**config.mk**
```make
export PLATFORM = sky130hd
export DESIGN_NAME = dual_tone_gen
export DESIGN_NICKNAME = d
export VERILOG_FILES = /design/src/rtl/dtg_pkg.sv /design/src/rtl/dtg_tone_chan.sv /design/src/rtl/dtg_burst_timer.sv /design/src/rtl/dtg_mixer.sv /design/src/rtl/dual_tone_gen.sv
export SDC_FILE = /design/constraint.sdc
export NUM_CORES = 1
export LEC_CHECK = 0
export BUFFER_PORTS_ARGS = -buffer_cell sky130_fd_sc_hd__buf_4
export CAP_MARGIN = 20
export CORE_MARGIN = 2
export CORE_UTILIZATION = 40
export DETAILED_ROUTE_END_ITERATION = 10
export GPL_ROUTABILITY_DRIVEN = 1
export SKIP_LAST_GASP = 1
export SLEW_MARGIN = 0
export SYNTH_ARGS = -nofsm -noshare
export SYNTH_HDL_FRONTEND = slang
export SYNTH_SLANG_ARGS = --single-unit
```
**constraint.sdc**
```tcl
create_clock -name clk -period 4.5 [get_ports clk]
set_input_delay 0.45 -clock clk [delete_from_list [all_inputs] [get_ports clk]]
set_output_delay 0.45 -clock clk [all_outputs]
set_load 0.02 [all_outputs]
```
**src/rtl/dtg_pkg.sv**
```systemverilog
package dtg_pkg;

  localparam int STEPS   = 16;
  localparam int PH_W    = 4;
  localparam int MAX_DIV = 257;
  localparam int CODE_W  = 8;
  localparam int SMP_W   = 8;
  localparam int DIV_W   = 9;
  localparam int NCH     = 2;

  localparam logic [CODE_W-1:0] CODE_MUTE = 8'd2;

  // Effective divisor; 0 means the channel is muted.
  function automatic logic [DIV_W-1:0] eff_div(input logic [CODE_W-1:0] code,
                                               input logic hi_sel);
    logic [DIV_W-1:0] r;
    if (code == CODE_MUTE)      r = '0;
    else if (code < CODE_MUTE)  r = hi_sel ? 9'd257 : 9'd256;
    else                        r = {1'b0, code};
    return r;
  endfunction

  // 16-step sine scaled to 127, built from the first half wave.
  function automatic logic signed [SMP_W-1:0] sine_lut(input logic [PH_W-1:0] k);
    logic [SMP_W-1:0] mag;
    case (k[2:0])
      3'd0: mag = 8'd0;
      3'd1: mag = 8'd49;
      3'd2: mag = 8'd90;
      3'd3: mag = 8'd117;
      3'd4: mag = 8'd127;
      3'd5: mag = 8'd117;
      3'd6: mag = 8'd90;
      default: mag = 8'd49;
    endcase
    return k[3] ? -$signed(mag) : $signed(mag);
  endfunction

endpackage

```
**src/rtl/dtg_tone_chan.sv**
```systemverilog
module dtg_tone_chan
  import dtg_pkg::*;
#(
  parameter int MULT   = 14,
  parameter bit HI_SEL = 1'b0
) (
  input  logic                    clk,
  input  logic                    rst_n,
  input  logic                    en,
  input  logic                    wr,
  input  logic [CODE_W-1:0]       code,
  input  logic                    start,
  input  logic                    stop_req,
  output logic                    run_o,
  output logic signed [SMP_W-1:0] smp_o
);

  localparam int LIM_W = $clog2(MULT*MAX_DIV + 1);
  localparam logic [LIM_W:0] MULT_X  = (LIM_W+1)'(MULT);
  localparam logic [LIM_W:0] STEP_X  = (LIM_W+1)'(STEPS);

  logic [DIV_W-1:0] div_q, div_n;
  logic [LIM_W-1:0] acc_q, acc_n;
  logic [PH_W-1:0]  step_q, step_n;
  logic             run_q, run_n;

  logic [DIV_W-1:0] new_div, start_div;
  logic [LIM_W:0]   limit, sum_acc, wrap_acc;
  logic [PH_W-1:0]  step_inc;
  logic             tick, lands_zero;

  always_comb begin
    new_div    = eff_div(code, HI_SEL);
    limit      = MULT_X * (LIM_W+1)'(div_q);
    sum_acc    = {1'b0, acc_q} + STEP_X;
    wrap_acc   = sum_acc - limit;
    tick       = run_q && (sum_acc >= limit);
    step_inc   = step_q + 1'b1;
    lands_zero = (step_inc[PH_W-2:0] == '0);
    start_div  = wr ? new_div : div_q;

    div_n  = wr ? new_div : div_q;
    acc_n  = acc_q;
    step_n = step_q;
    run_n  = run_q;

    if (!en) begin
      run_n  = 1'b0;
      acc_n  = '0;
      step_n = '0;
    end else begin
      if (run_q) begin
        acc_n  = tick ? wrap_acc[LIM_W-1:0] : sum_acc[LIM_W-1:0];
        step_n = tick ? step_inc : step_q;
        if (tick && stop_req && lands_zero) begin
          run_n  = 1'b0;
          acc_n  = '0;
          step_n = '0;
        end
      end
      if (wr) begin
        acc_n = '0;
        if (run_n) step_n = step_q;
        if (new_div == '0) begin
          run_n  = 1'b0;
          step_n = '0;
        end
      end
      if (start && (start_div != '0)) run_n = 1'b1;
    end
  end

  always_ff @(posedge clk or negedge rst_n) begin
    if (!rst_n) begin
      div_q  <= '0;
      acc_q  <= '0;
      step_q <= '0;
      run_q  <= 1'b0;
    end else begin
      div_q  <= div_n;
      acc_q  <= acc_n;
      step_q <= step_n;
      run_q  <= run_n;
    end
  end

  assign run_o = run_q;
  assign smp_o = run_q ? sine_lut(step_q) : '0;

endmodule

```
**src/rtl/dtg_burst_timer.sv**
```systemverilog
module dtg_burst_timer #(
  parameter int BURST_CLKS = 115200
) (
  input  logic clk,
  input  logic rst_n,
  input  logic en,
  input  logic start,
  input  logic cont,
  output logic stop_req
);

  localparam int CNT_W = $clog2(BURST_CLKS + 1);
  localparam logic [CNT_W-1:0] LAST = CNT_W'(BURST_CLKS);

  logic [CNT_W-1:0] cnt_q, cnt_n;
  logic             expired, cnt_en;

  always_comb begin
    expired = (cnt_q == LAST);
    cnt_en  = !cont && !expired;
    cnt_n   = cnt_q;
    if (!en)         cnt_n = LAST;
    else if (start)  cnt_n = '0;
    else if (cnt_en) cnt_n = cnt_q + 1'b1;
  end

  always_ff @(posedge clk or negedge rst_n) begin
    if (!rst_n) cnt_q <= LAST;
    else        cnt_q <= cnt_n;
  end

  assign stop_req = expired && !cont;

endmodule

```
**src/rtl/dtg_mixer.sv**
```systemverilog
module dtg_mixer
  import dtg_pkg::*;
(
  input  logic                    clk,
  input  logic                    rst_n,
  input  logic signed [SMP_W-1:0] a,
  input  logic signed [SMP_W-1:0] b,
  output logic signed [SMP_W:0]   sum_o
);

  logic signed [SMP_W:0] sum_q, sum_n;

  always_comb begin
    sum_n = {a[SMP_W-1], a} + {b[SMP_W-1], b};
  end

  always_ff @(posedge clk or negedge rst_n) begin
    if (!rst_n) sum_q <= '0;
    else        sum_q <= sum_n;
  end

  assign sum_o = sum_q;

endmodule

```
**src/rtl/dual_tone_gen.sv**
```systemverilog
module dual_tone_gen
  import dtg_pkg::*;
#(
  parameter int BURST_CLKS = 115200,
  parameter int LO_MULT    = 14,
  parameter int HI_MULT    = 6
) (
  input  logic              clk,
  input  logic              rst_n,
  input  logic              en,
  input  logic              lo_wr,
  input  logic [7:0]        lo_code,
  input  logic              hi_wr,
  input  logic [7:0]        hi_code,
  input  logic              cont,
  output logic signed [8:0] sample,
  output logic              busy
);

  logic [1:0] rst_pipe_q;
  logic       rst_sync_n;

  always_ff @(posedge clk or negedge rst_n) begin
    if (!rst_n) rst_pipe_q <= '0;
    else        rst_pipe_q <= {rst_pipe_q[0], 1'b1};
  end
  assign rst_sync_n = rst_pipe_q[1];

  logic                    stop_req, burst_go;
  logic [NCH-1:0]          wr_v, run_v;
  logic [CODE_W-1:0]       code_v [NCH];
  logic signed [SMP_W-1:0] smp_v  [NCH];

  assign burst_go  = en && lo_wr;
  assign wr_v      = {hi_wr, lo_wr};
  assign code_v[0] = lo_code;
  assign code_v[1] = hi_code;

  dtg_burst_timer #(.BURST_CLKS(BURST_CLKS)) u_tmr (
    .clk      (clk),
    .rst_n    (rst_sync_n),
    .en       (en),
    .start    (burst_go),
    .cont     (cont),
    .stop_req (stop_req)
  );

  for (genvar g = 0; g < NCH; g++) begin : g_ch
    dtg_tone_chan #(
      .MULT   ((g == 0) ? LO_MULT : HI_MULT),
      .HI_SEL (g == 1)
    ) u_ch (
      .clk      (clk),
      .rst_n    (rst_sync_n),
      .en       (en),
      .wr       (wr_v[g]),
      .code     (code_v[g]),
      .start    (burst_go),
      .stop_req (stop_req),
      .run_o    (run_v[g]),
      .smp_o    (smp_v[g])
    );
  end

  dtg_mixer u_mix (
    .clk   (clk),
    .rst_n (rst_sync_n),
    .a     (smp_v[0]),
    .b     (smp_v[1]),
    .sum_o (sample)
  );

  assign busy = |run_v;

endmodule

```
==> flow_metrics.py <==
metrics = {
    "status": {
        "status": "completed",
    },
    "yosys": {
        "netlist_area_mm2": 0.00636,
        "synth-seq-area-share_pct": 30.4,
        "async_reset_ff_share_pct": 100,
        "synthCells": 719,
        "synth.distinct_cells": 66,
        "yosys_warnings": 0,
        "syn_area_per_cell_um2": 8.85,
        "synth_edf_count": 0,
        "post-synth-top-count-cell": "dfrtp_1",
        "synth_ff_type": "dfrtp_1",
        "synth.net_count": 821,
        "synth.ff_latch_count": 77,
        "synth_area_leaders": "dfrtp_1 29%, ha_1 13%, a21oi_1 4.4%",
        "yosysTopAreaCell": "dfrtp_1",
        "netlist.area_leader.share_pct": 28.7,
        "netlist_top_cells_count": "73 x dfrtp_1, 67 x ha_1, 60 x nand2_1, 58 x nor2_1, 56 x a21oi_1",
    },
    "drt": {
        "drt_iter0_drc": 277,
        "ant_nets": 0,
        "wl_um": 13900,
        "drc": 0,
        "firstDrtPassIters": 4,
        "avgViaCountPerCell": 5.31,
        "drt-wirelength-per-cell_um": 14.4,
        "num_vias": 5128,
    },
    "layout": {
        "fin_area_mm2": 0.00716,
        "fin_nets": 847,
        "drive_above_1_share_pct": 12.5,
        "final_core_util_pct": 45.6,
        "syn2layout_area_growth_pct": 12.5,
        "n_antenna_cell": 0,
        "fin_cells": 966,
        "fillers": 1518,
    },
    "timing": {
        "maxSlewHeadroom_pct": 34.9,
        "fin_tns_setup_ps": 0,
        "whs_ps": 344,
        "setup_viol": 0,
        "grt_setup_unrepaired": "false",
        "finClkSkew_ps": 8.68,
        "fin_crit_ps": 4250,
        "min_period_over_period_pct": 94.4,
        "slew_violations": 0,
        "tightest_slew_ps": 977,
        "max_freq_ghz": 0.235,
        "timing_hold_violations_final": 0,
    },
    "critical_path": {
        "worstPathMaxFanout": 12,
        "end_kind": "register",
        "slowest_delay_ps": 620,
        "cp_slowest_cell": "fa_1",
        "path_cells": "fa_1 -> ha_1 -> a21o_1 -> a21oi_1 -> nor2b_1 -> o21a_1 -> o41ai_4 -> xor2_1 -> ha_1 -> a21oi_1 -> o21ai_0 -> o21bai_2 -> o211a_4 -> buf_4 -> and3_1 -> o31a_1",
        "r2r_start": "g_ch[0].u_ch.div_q[1]",
        "r2r_cells": 16,
        "path_class": "register to register",
        "r2r-end": "g_ch[0].u_ch.acc_q[10]",
        "start_kind": "register",
        "ff2ff_setup_slack_ps": 250,
        "crit_arrival_ps": 4480,
        "required_ps": 4730,
    },
    "clock_tree": {
        "root_buffer": "clkbuf_16",
        "insertion_delay_ps": 350,
        "clk_pin_slew_worst_paths_ps": 60,
        "cts_sinks": 77,
        "htreeDepth": 3,
        "clock_path_buffers": 2,
        "cts_tree": "done",
        "cts_buffers": 9,
    },
    "die": {
        "num_io_pins": 32,
        "die_area_mm2": 0.0169,
        "core_mm2": 0.0157,
        "die_h_um": 130,
        "die-width_um": 130,
        "placementRows": 46,
        "start_util_pct": 40.5,
    },
    "grt": {
        "grt_pass1_vias": 5074,
        "antenna_found_initial": 0,
        "grt_usage_pct": 17.5,
        "grt_max_degree": 76,
        "grt_pass1_wl_um": 24000,
        "grt-ovfl-total": 0,
    },
    "place": {
        "dpl_cell_area_mm2": 0.00678,
        "dp_hpwl_um": 10700,
        "numPortBuffers": 31,
        "gp_congestion": 0.792,
        "dpl.cell_count": 947,
    },
    "hold_path": {
        "hold_end": "g_ch[1].u_ch.div_q[7]",
        "holdCritPathClass": "input port to register",
        "min_delay_path_depth": 3,
        "min-delay-start": "hi_code[7]",
    },
    "job": {
        "cap_viol_max_count": 0,
    },
    "pwr": {
        "p_leak_nw": 3.20,
        "max-vdd-ir-drop_mv": 0.322,
        "p_per_area_mw_per_mm2": 335,
    },
}
## repair_timing
item	in CTS	in global routing
resized for setup	1	11
pin swaps	0	3
endpoints found under the setup margin	5	16
buffers inserted	0	2
hold buffers	1	0
hold endpoints to repair	2	0
## registers in the layout (all words and copies together) (netlist names)
name	count
g_ch.u_ch.acc_q	21
g_ch.u_ch.div_q	18
u_tmr.cnt_q	17
u_mix.sum_o	9
g_ch.u_ch.step_q	8
g_ch.u_ch.run_o	2
rst_pipe_q	2
## per-layer routing
metal / global-route usage (%) / up-vias / share of wire [%]
met1: 23.6 / 2451 / 48
met4: 3.80 / 0 / 0.79
met5: 0 / - / 0
met3: 3.61 / 8 / 2.9
li1: - / 2603 / -
met2: 29.4 / 66 / 48
## final cells by class
cell class,instances,area (um2),share of cell area [%]
inverter,44,165,2.31
clock buffer,11,243,3.39
sequential,77,1940,27.1
tap,216,270,3.77
multi-input combinational,577,4210,58.8
timing repair buffer,36,273,3.81
clock inverter,5,58.8,0.821
## through the flow
step / setup WS, ps / power (W)
3_3_place_gp: 115 / 0.00159
4_1_cts: 14.5 / 0.00238
2_1_floorplan: 402 / 0.00143
6_report: 251 / 0.00240
3_5_place_dp: -37.1 / 0.00162
5_1_grt: 16.5 / 0.00256
## critical path: cells and delay by family, from the launching register on
kind            cells  cell delay (ps)
compound gates      9             1910
simple gates        2              240
flops               1              440
fa+ha+maj           3             1150
xor+xnor            1              180
buf+inv             1              190
## logic make-up (layout without fill, tap and decap cells)
group / after synthesis / in the layout / synth area share, %
buffers and inverters: 65 / 96 / 4.19
AO/OA/AOI/OAI: 166 / 166 / 16.1
AND/OR/NAND/NOR: 251 / 251 / 20.4
adder cells (fa/ha/maj): 80 / 80 / 17.3
other: 1 / 1 / 0.0589
multiplexers: 23 / 23 / 3.99
flip-flops: 77 / 77 / 30.4
XOR/XNOR: 56 / 56 / 7.71
## cell usage in the layout (no fill, tap or decap), types with 13 or more instances in the layout
cell type,count
inv_1,44
nand2_1,60
buf_4,35
mux2_2,15
a21oi_1,55
xor2_1,28
nor3_1,13
xnor2_1,28
nand2b_1,15
dfrtp_1,70
nand3_1,28
nor2b_1,15
nor2_1,58
o21ai_0,42
ha_1,67
## how the worst max path moves through the flow
stage | startpoint | endpoint | slack, ps
after floorplan | g_ch[0].u_ch.div_q[0] | g_ch[0].u_ch.acc_q[4] | 400
after global placement | g_ch[0].u_ch.div_q[1] | g_ch[0].u_ch.acc_q[10] | 110
after detailed placement | g_ch[0].u_ch.div_q[1] | g_ch[0].u_ch.acc_q[7] | -40
after CTS | g_ch[0].u_ch.div_q[1] | g_ch[0].u_ch.acc_q[10] | 10
after global routing | g_ch[0].u_ch.div_q[1] | g_ch[0].u_ch.acc_q[10] | 20
final | g_ch[0].u_ch.div_q[1] | g_ch[0].u_ch.acc_q[10] | 250
## report_power, final
group / leakage, nW / internal (W) / total (W) / switching, W
combinational: 2.04 / 0.000391 / 0.000882 / 0.000491
clock: 0.142 / 0.000446 / 0.000747 / 0.000301
sequential: 1.01 / 0.000719 / 0.000766 / 0.0000469
Power figures use the tool's default switching activity.
